[config.mk]
export PLATFORM = sky130hd
export DESIGN_NAME = spr_dma
export DESIGN_NICKNAME = d
export VERILOG_FILES = /design/src/rtl/spr_dma_pkg.sv /design/src/rtl/spr_dma_regs.sv /design/src/rtl/spr_dma_seq.sv /design/src/rtl/spr_dma_addr.sv /design/src/rtl/spr_dma.sv
export SDC_FILE = /design/constraint.sdc
export NUM_CORES = 1
export LEC_CHECK = 0
export BUFFER_PORTS_ARGS = -buffer_cell sky130_fd_sc_hd__buf_4
export CAP_MARGIN = 30
export CORE_MARGIN = 3
export CORE_UTILIZATION = 28
export CTS_BUF_LIST = sky130_fd_sc_hd__clkbuf_16
export DETAILED_ROUTE_END_ITERATION = 10
export GPL_TIMING_DRIVEN = 0
export PLACE_DENSITY = 0.49
export REMOVE_ABC_BUFFERS = 1
export SLEW_MARGIN = 20
export SYNTH_ARGS = -nofsm -noshare
export SYNTH_HDL_FRONTEND = slang
export SYNTH_SLANG_ARGS = --single-unit
[constraint.sdc]
create_clock -name clk -period 6.08 [get_ports clk]
set_input_delay 0.912 -clock clk [delete_from_list [all_inputs] [get_ports clk]]
set_output_delay 0.912 -clock clk [all_outputs]
set_load 0.01 [all_outputs]
[src/rtl/spr_dma_pkg.sv]
package spr_dma_pkg;
  typedef enum logic [1:0] {
    ST_IDLE = 2'd0,
    ST_WAIT = 2'd1,
    ST_COPY = 2'd2
  } dma_state_e;
endpackage

[src/rtl/spr_dma_regs.sv]
module spr_dma_regs #(
  parameter int ADDR_W = 16,
  parameter logic [ADDR_W-1:0] REG_ADDR = 16'hFF46,
  parameter logic [7:0] EMPTY_VAL = 8'hFF
) (
  input  logic              clk,
  input  logic              rst,
  input  logic [ADDR_W-1:0] bus_addr,
  input  logic              bus_wr,
  input  logic [7:0]        bus_wdata,
  input  logic              clear,
  output logic              start,
  output logic [7:0]        page,
  output logic              page_vld,
  output logic [7:0]        rdata
);
  logic       hit;
  logic [7:0] page_q;
  logic       vld_q;

  assign hit   = (bus_addr == REG_ADDR);
  assign start = bus_wr && hit;

  always_ff @(posedge clk) begin
    if (rst) begin
      page_q <= '0;
      vld_q  <= 1'b0;
    end else if (start) begin
      page_q <= bus_wdata;
      vld_q  <= 1'b1;
    end else if (clear) begin
      vld_q  <= 1'b0;
    end
  end

  assign page     = page_q;
  assign page_vld = vld_q;
  assign rdata    = vld_q ? page_q : EMPTY_VAL;

  // a decoded write stores the byte and marks it valid
  a_r1_load: assert property (@(posedge clk) disable iff (rst)
    (bus_wr && bus_addr == REG_ADDR) |=> (page_vld && page == $past(bus_wdata)));

  // with no decoded write, the stored page is untouched
  a_r3_no_write_no_change: assert property (@(posedge clk) disable iff (rst)
    !(bus_wr && bus_addr == REG_ADDR) |=> $stable(page));

  // the end of a copy drops the stored page
  a_r7_clear_drops: assert property (@(posedge clk) disable iff (rst)
    (clear && !(bus_wr && bus_addr == REG_ADDR)) |=> !page_vld);
endmodule

[src/rtl/spr_dma_seq.sv]
module spr_dma_seq
  import spr_dma_pkg::*;
#(
  parameter int CNT_W     = 10,
  parameter int START_DLY = 4,
  parameter int STRIDE    = 4,
  parameter int NBYTES    = 160
) (
  input  logic       clk,
  input  logic       rst,
  input  logic       tick_en,
  input  logic       start,
  output logic       fire,
  output logic [7:0] offset,
  output logic       done,
  output logic       copying
);
  localparam int END_CNT = START_DLY + STRIDE * NBYTES;
  localparam int PH_W    = (STRIDE > 1) ? $clog2(STRIDE) : 1;

  dma_state_e       state_q;
  logic [CNT_W-1:0] cnt_q;
  logic [CNT_W-1:0] cnt_nx;
  logic [PH_W-1:0]  ph_q;
  logic [PH_W-1:0]  ph_nx;
  logic [7:0]       off_q;
  logic             at_first;
  logic             at_end;

  assign cnt_nx   = cnt_q + 1'b1;
  assign ph_nx    = (ph_q == PH_W'(STRIDE - 1)) ? '0 : ph_q + 1'b1;
  assign at_first = (cnt_nx == CNT_W'(START_DLY));
  assign at_end   = (cnt_nx == CNT_W'(END_CNT));

  always_comb begin
    fire = 1'b0;
    done = 1'b0;
    if (!start && tick_en) begin
      if (state_q == ST_WAIT && at_first) begin
        fire = 1'b1;
      end else if (state_q == ST_COPY) begin
        if (at_end) done = 1'b1;
        else if (ph_nx == '0) fire = 1'b1;
      end
    end
  end

  always_ff @(posedge clk) begin
    if (rst) begin
      state_q <= ST_IDLE;
      cnt_q   <= '0;
      ph_q    <= '0;
      off_q   <= '0;
    end else if (start) begin
      state_q <= ST_WAIT;
      cnt_q   <= '0;
      ph_q    <= '0;
      off_q   <= '0;
    end else if (tick_en) begin
      case (state_q)
        ST_WAIT: begin
          cnt_q <= cnt_nx;
          if (at_first) begin
            state_q <= ST_COPY;
            ph_q    <= '0;
          end
        end
        ST_COPY: begin
          if (at_end) begin
            state_q <= ST_IDLE;
            cnt_q   <= '0;
          end else begin
            cnt_q <= cnt_nx;
            ph_q  <= ph_nx;
          end
        end
        default: ;
      endcase
      if (fire) off_q <= off_q + 1'b1;
    end
  end

  assign offset  = off_q;
  assign copying = (state_q == ST_COPY);

  // the startup delay never overruns its limit
  a_r4_wait_bound: assert property (@(posedge clk) disable iff (rst)
    (state_q == ST_WAIT) |-> (cnt_q < CNT_W'(START_DLY)));

  // a write restarts the sequence with a cleared count
  a_r9_restart: assert property (@(posedge clk) disable iff (rst)
    start |=> (state_q == ST_WAIT && cnt_q == '0 && off_q == '0));

  // with the enable low and no write, the count holds
  a_r10_hold: assert property (@(posedge clk) disable iff (rst)
    (!tick_en && !start) |=> ($stable(cnt_q) && $stable(state_q)));

  // the end tick lands in idle
  a_r7_end_idle: assert property (@(posedge clk) disable iff (rst)
    done |=> (state_q == ST_IDLE));

  // no transfer beyond the table length
  a_r5_count_bound: assert property (@(posedge clk) disable iff (rst)
    fire |-> (off_q < 8'(NBYTES)));
endmodule

[src/rtl/spr_dma_addr.sv]
module spr_dma_addr #(
  parameter logic [7:0] DST_PAGE = 8'hFE,
  parameter int         STRIDE   = 4
) (
  input  logic        clk,
  input  logic        rst,
  input  logic        fire,
  input  logic [7:0]  page,
  input  logic [7:0]  offset,
  input  logic        copying,
  output logic [15:0] src_addr,
  output logic [15:0] dst_addr,
  output logic        stb
);
  logic [15:0] src_q;
  logic [15:0] dst_q;
  logic        stb_q;
  logic [15:0] src_nx;

  assign src_nx = {page, offset};

  always_ff @(posedge clk) begin
    if (rst) begin
      src_q <= '0;
      dst_q <= '0;
      stb_q <= 1'b0;
    end else begin
      stb_q <= fire;
      if (fire) begin
        src_q <= src_nx;
        dst_q <= {DST_PAGE, 8'h00} | {8'h00, src_nx[7:0]};
      end
    end
  end

  assign src_addr = src_q;
  assign dst_addr = dst_q;
  assign stb      = stb_q;

  // a strobe never lasts two clocks
  a_r12_single: assert property (@(posedge clk) disable iff (rst || STRIDE < 2)
    stb_q |=> !stb_q);

  // every strobe falls inside the copy window
  a_r8_stb_in_window: assert property (@(posedge clk) disable iff (rst)
    stb_q |-> copying);

  // the destination low byte tracks the source low byte
  a_r6_dst_follows: assert property (@(posedge clk) disable iff (rst)
    stb_q |-> (dst_q[7:0] == src_q[7:0] && dst_q[15:8] == DST_PAGE));
endmodule

[src/rtl/spr_dma.sv]
module spr_dma #(
  parameter int          ADDR_W    = 16,
  parameter logic [15:0] REG_ADDR  = 16'hFF46,
  parameter logic [7:0]  DST_PAGE  = 8'hFE,
  parameter int          START_DLY = 4,
  parameter int          STRIDE    = 4,
  parameter int          NBYTES    = 160,
  parameter int          CNT_W     = 10
) (
  input  logic        clk,
  input  logic        rst,
  input  logic        tick_en,
  input  logic [15:0] bus_addr,
  input  logic        bus_wr,
  input  logic [7:0]  bus_wdata,
  output logic [7:0]  bus_rdata,
  output logic [15:0] src_addr,
  output logic [15:0] dst_addr,
  output logic        xfer_stb,
  output logic        active
);
  logic       start;
  logic       fire;
  logic       done;
  logic       copying;
  logic [7:0] page;
  logic       page_vld;
  logic [7:0] offset;

  spr_dma_regs #(
    .ADDR_W   (ADDR_W),
    .REG_ADDR (REG_ADDR),
    .EMPTY_VAL(8'hFF)
  ) u_regs (
    .clk      (clk),
    .rst      (rst),
    .bus_addr (bus_addr),
    .bus_wr   (bus_wr),
    .bus_wdata(bus_wdata),
    .clear    (done),
    .start    (start),
    .page     (page),
    .page_vld (page_vld),
    .rdata    (bus_rdata)
  );

  spr_dma_seq #(
    .CNT_W    (CNT_W),
    .START_DLY(START_DLY),
    .STRIDE   (STRIDE),
    .NBYTES   (NBYTES)
  ) u_seq (
    .clk    (clk),
    .rst    (rst),
    .tick_en(tick_en),
    .start  (start),
    .fire   (fire),
    .offset (offset),
    .done   (done),
    .copying(copying)
  );

  spr_dma_addr #(
    .DST_PAGE(DST_PAGE),
    .STRIDE  (STRIDE)
  ) u_addr (
    .clk     (clk),
    .rst     (rst),
    .fire    (fire),
    .page    (page),
    .offset  (offset),
    .copying (copying),
    .src_addr(src_addr),
    .dst_addr(dst_addr),
    .stb     (xfer_stb)
  );

  assign active = copying;

  // while idle with no page, the readback is the sentinel
  a_r2_sentinel: assert property (@(posedge clk) disable iff (rst)
    !page_vld |-> (bus_rdata == 8'hFF && !active));

  // the copy window closes with the page dropped
  a_r7_window_close: assert property (@(posedge clk) disable iff (rst)
    $fell(active) |-> (!page_vld || $past(start)));
endmodule

# --- Yosys cells after proc, flatten, opt, wreduce, memory -nomap -nowiden ---
# Index checks and enable logic that the tools add are counted.
totals:
  register_bits: 57
  wordCells: 62
  inputBits: 28
op_classes:
  muxes: 23
  n_addsub: 3
  reduce_logical: 15
  eq_ne: 11
ops:
  columns: ["cell", "count"]
  rows:
  - ["case mux 10 bit (2 select lines)", 1]
  - ["equality test 16 bit (second input constant)", 1]
  - ["2-to-1 mux 1 bit", 13]
  - ["AND reduction 4 bit", 3]
  - ["adder 10 x 1 -> 10 bit (second input constant)", 1]
  - ["equality test 10 bit (second input constant)", 1]
  - ["equality test 10 x 3 -> 1 bit (second input constant)", 1]
  - ["2-to-1 mux 10 bit", 1]
  - ["2-to-1 mux 2 bit", 5]
  - ["adder 8 x 1 -> 8 bit (second input constant)", 1]
  - ["2-to-1 mux 8 bit", 1]
  - ["case mux 2 bit (2 select lines)", 2]
  - ["inequality test 3 x 1 -> 1 bit (second input constant)", 2]
  - ["nonzero test 2 bit", 3]
  - ["equality test 2 bit (second input constant)", 2]
  - ["inequality test 2 x 1 -> 1 bit (second input constant)", 2]
  - ["AND reduction 2 bit", 2]
  - ["logical AND 1 bit", 3]
  - ["nonzero test 3 bit", 1]
  - ["adder 2 x 1 -> 2 bit (second input constant)", 1]
  - ["equality test 2 x 1 -> 1 bit (second input constant)", 1]
  - ["zero test 2 bit", 1]
  - ["inequality test 2 bit (second input constant)", 1]
  - ["OR reduction 2 bit", 1]
  - ["zero test 1 bit", 1]

# --- Depth between registers and ports, before layout ---
logic_depth:
  ltp_word: 9
  ltp_mapped: 9
  ltp_nobuf: 8

# --- By module ---
# From an unflattened synthesis, not the netlist that was laid out.
unflattened:
  hier_cells: 283
  area_unflattened_um2: 2588.7
modules_own_cells:
  columns: ["mod", "cells_per_inst", "area_each_um2", "instances", "seq_area_each_um2"]
  rows:
  - ["spr_dma_seq", 157, 1336.3, 1, 440.4]
  - ["spr_dma_addr", 73, 752.0, 1, 360.3]
  - ["spr_dma_regs", 53, 500.5, 1, 180.2]

# --- Worst setup path before layout ---
# Ideal clock, no wire load.
synth_path:
  kind: "reg-to-reg"
  startpoint: "reg u_seq.cnt_q[2]"
  endpoint: "reg u_addr.src_q[11] (netlist: u_addr.src_addr[11])"
  slack_ns: 3.716
  path_buffers: 3
  arrival_time_ns: 2.236
  path_stages_with_launch: 10
  path_cell_list: "dfxtp_1 buf_6 or4_4 or3_1 and3_4 o211ai_4 buf_6 buf_6 mux2i_1 nor2_1"
synth_between:
  elab_chain_cells: 6
synth_rtl:
  columns: ["item", "line", "text"]
  rows:
  - ["start: declaration", "spr_dma_seq.sv:22", "logic [CNT_W-1:0] cnt_q;"]
  - ["start signal: assignment", "spr_dma_seq.sv:62", "cnt_q <= cnt_nx;"]
  - ["start signal: assignment", "spr_dma_seq.sv:73", "cnt_q <= cnt_nx;"]
  - ["adder 10 x 1 -> 10 bit (*)", "spr_dma_seq.sv:30", "assign cnt_nx = cnt_q + 1'b1;"]
  - ["equality test 10 bit", "spr_dma_seq.sv:33", "assign at_end = (cnt_nx == CNT_W'(END_CNT));"]
  - ["2-to-1 mux 1 bit", "spr_dma_seq.sv:42", "if (at_end) done = 1'b1;"]
  - ["2-to-1 mux 1 bit", "spr_dma_seq.sv:41", "end else if (state_q == ST_COPY) begin"]
  - ["2-to-1 mux 1 bit (*)", "spr_dma_seq.sv:39", "if (state_q == ST_WAIT && at_first) begin"]
  - ["2-to-1 mux 1 bit (*)", "spr_dma_seq.sv:38", "if (!start && tick_en) begin"]
  - ["end signal: assignment", "spr_dma_addr.sv:30", "src_q <= src_nx;"]
  - ["end: declaration", "spr_dma_addr.sv:15", "logic [15:0] src_q;"]
# Mark *: on every way between the ends. The rest lies on a longest branch, timed or not.
# A chain may end at the register's enable or synchronous reset.

# --- Worst setup path in the final report ---
layout_path:
  startpoint: "reg u_seq.cnt_q[2]"
  endpoint: "reg u_addr.src_q[9] (netlist: u_addr.src_addr[9])"
# The elaborated chain is that of the path after synthesis.

==> metrics <==
outcome finished, final reports clean; clock tree buffer depth 2; max-cap viol count 0; CTS tree yes; Crit Path Class flip-flop to flip-flop; clock latency on the worst-skew pair between 0.2 and 0.3 ns; PostCTS Resize Cnt 0; Setup violations, final 0; 1st-iter DRT viols roughly 90; grt met2 use around 18%; Detail Placement HPWL 3823 um; wire length per cell roughly 12 um; 1st-pass router iterations 4; commonest non-fill, non-tap cell in the layout buf_4; Gate Count Post-Synth 275; Worst setup SP type flip-flop; Initial Utilization 29.02%; Hold-fix buffers, CTS 0; placed cell areas 2878 um2; f_max 0.3791 GHz; CP arrival 2.80 ns; Setup Fix Bufs, Post-CTS 0; port buffer count 68; largest net degree at the start of global routing 30; sequential power share roughly half; site row count 33; Area growth syn-to-layout 27.07%; Final Hold Vio Count 0; Ys Warns 0; core footprint around 8300 um2; maximum VDD drop 0.1209 mV; Global Route Usage Sum 11.11%; Remaining Overflow, GRT 0; leakage dissipation 1.359 nW; # diodes 0; Critical Path RT approximately 6.3 ns; met1 Use GR 14.15%; design area 3060 um2; clk sinks 49; synthesized flop and latch total 49; Slew HR 55.04%; Die Y 98.75 um; sequential area share after synthesis 40.73%; DRC violations left 0; Post-Syn Area between 2000 and 2500 um2; sw frac 19.53%; fin crit period 2.638 ns; Worst-path clk slew approximately 0.060 ns; antenna violations before repair 0; Worst Setup End Kind flip-flop; setup ws final 3.442 ns; Pwr per Cell Area 213.4 nW/um2; Setup TNS 0 ns; H-tree levels 2; RSZ-0062 raised after global routing false; clock power share 47.6%; clock root cell clkbuf_16; first-pass GRT wire length 8921 um; met3 Use GR 2.831%; DR vias 2018; Mean Syn Cell Area 8.758 um2; most frequent cells in the layout buf_4, dfxtp_1, nor2_1; post-route ant nets 0; post-place setup slack about 2.7 ns; Fin Hold WS 0.4892 ns; drt total wl 5319 um; CTS buffer count 5; internal power ~530 uW; IO Count 70; NumNets Final 359; die span in x 98.75 um; die area 9751 um2; Unique masters post-synth 40; layout cells sized above 1 25.15%; fin. max-slew vios 0; Psw 127.5 uW; Comb power frac under 10%; grt peak-use layer met2; Final Cycle Share approximately 43%; hold crit path type flip-flop to flip-flop; Max FO, Critical Path 25; total power 653.1 uW; Vias/cell 4.682; clock skew 0.005057 ns; GPL Wtd Cong 0.7859; number of global-route vias before repair 1890; Slew @ Worst Pin 0.6731 ns
## final timing paths
path	from	endpoint	slack (ns)	cells after the start
min	u_seq.offset[7]$_SDFFE_PP0P_	u_seq.offset[7]$_SDFFE_PP0P_	0.49	2
max	u_seq.cnt_q[2]$_SDFFE_PP0P_	u_addr.src_addr[9]$_SDFFE_PP0P_	3.44	7
min reg2reg	u_seq.offset[7]$_SDFFE_PP0P_	u_seq.offset[7]$_SDFFE_PP0P_	0.49	2
max reg2reg	u_seq.cnt_q[2]$_SDFFE_PP0P_	u_addr.src_addr[9]$_SDFFE_PP0P_	3.44	7
## stage by stage
step,utilization [%],cells
final,36.88,431
after CTS,36.68,429
after detailed placement,34.68,421
after global routing,36.88,431
after global placement,34.34,420
after floorplan,-,247
## layer usage
metal / wire length, um / vias up
met5: 0 / -
met4: 81 / 0
met3: 345 / 4
met2: 2417 / 59
met1: 2474 / 917
li1: - / 1038
## worst max-delay path: stages (launching register included)
cell and delay [ns]:
dfxtp_1 0.39, or4_4 0.56, or3_1 0.40, and3_4 0.21, o211ai_4 0.47, buf_16 0.24
mux2i_1 0.19, nor2_1 0.05
## power by group through the flow
stage / Sequential [mW] / Clock, mW / Combinational (mW)
final: 0.321 / 0.311 / 0.0211
after global routing: 0.321 / 0.332 / 0.0233
after CTS: 0.321 / 0.320 / 0.0216
after detailed placement: 0.328 / 0 / 0.0215
after global placement: 0.328 / 0 / 0.0214
after floorplan: 0.328 / 0 / 0.00360
## synthesized netlist by cell type (all sizes together)
library cell  count  area [um2]
o31ai             3       22.52
inv               7       26.28
nor4bb            1       10.01
a211oi            2       15.01
nand2            15       56.30
nand3            11       55.05
nor4              4       25.02
and4              2       17.52
nor3              4       20.02
a221oi            1       8.760
a31oi             1       6.260
and2              1       6.260
and3              4       30.03
nand4             7       43.79
nand3b            1       7.510
or3               5       31.28
mux2i            26       260.3
o211ai            2       28.78
a21oi            16       80.08
or4               4       33.78
o21ai            15       75.07
nand2b           10       62.56
or2               2       12.52
clkbuf            8       30.03
nor2b             3       18.77
dfxtp            49       980.9
buf              20       170.2
conb              1       3.750
xor2              3       26.28
ha                6       75.07
xnor2             3       26.28
nor2             38       142.6
## cells by family after synthesis
| kind of cell | after synthesis | share of synthesized area (%) |
|---|---|---|
| xor+xnor | 6 | 2.182 |
| simple gates | 112 | 23.79 |
| other cells | 1 | 0.1557 |
| fa+ha+maj | 6 | 3.117 |
| buf+inv | 35 | 9.403 |
| flops | 49 | 40.73 |
| mux | 26 | 10.81 |
| compound gates | 40 | 9.818 |
## flip-flops by register name (all words and copies together) (netlist names)
signal,count
u_seq.cnt_q,10
u_seq.ph_q,2
u_addr.stb,1
u_addr.src_addr,16
u_regs.page,8
u_addr.dst_addr,1
u_regs.page_vld,1
u_seq.state_q,2
u_seq.offset,8
## cell type report
type	count	area, um2
repair buffers	71	554.3
clock buffers	5	125.1
clock inverters	3	41.29
multi-input cells	191	1201
fillers	843	5239
flip-flops and latches	49	980.9
inverters	7	26.28
well taps	105	131.4
(Power assumes the default switching activity.)
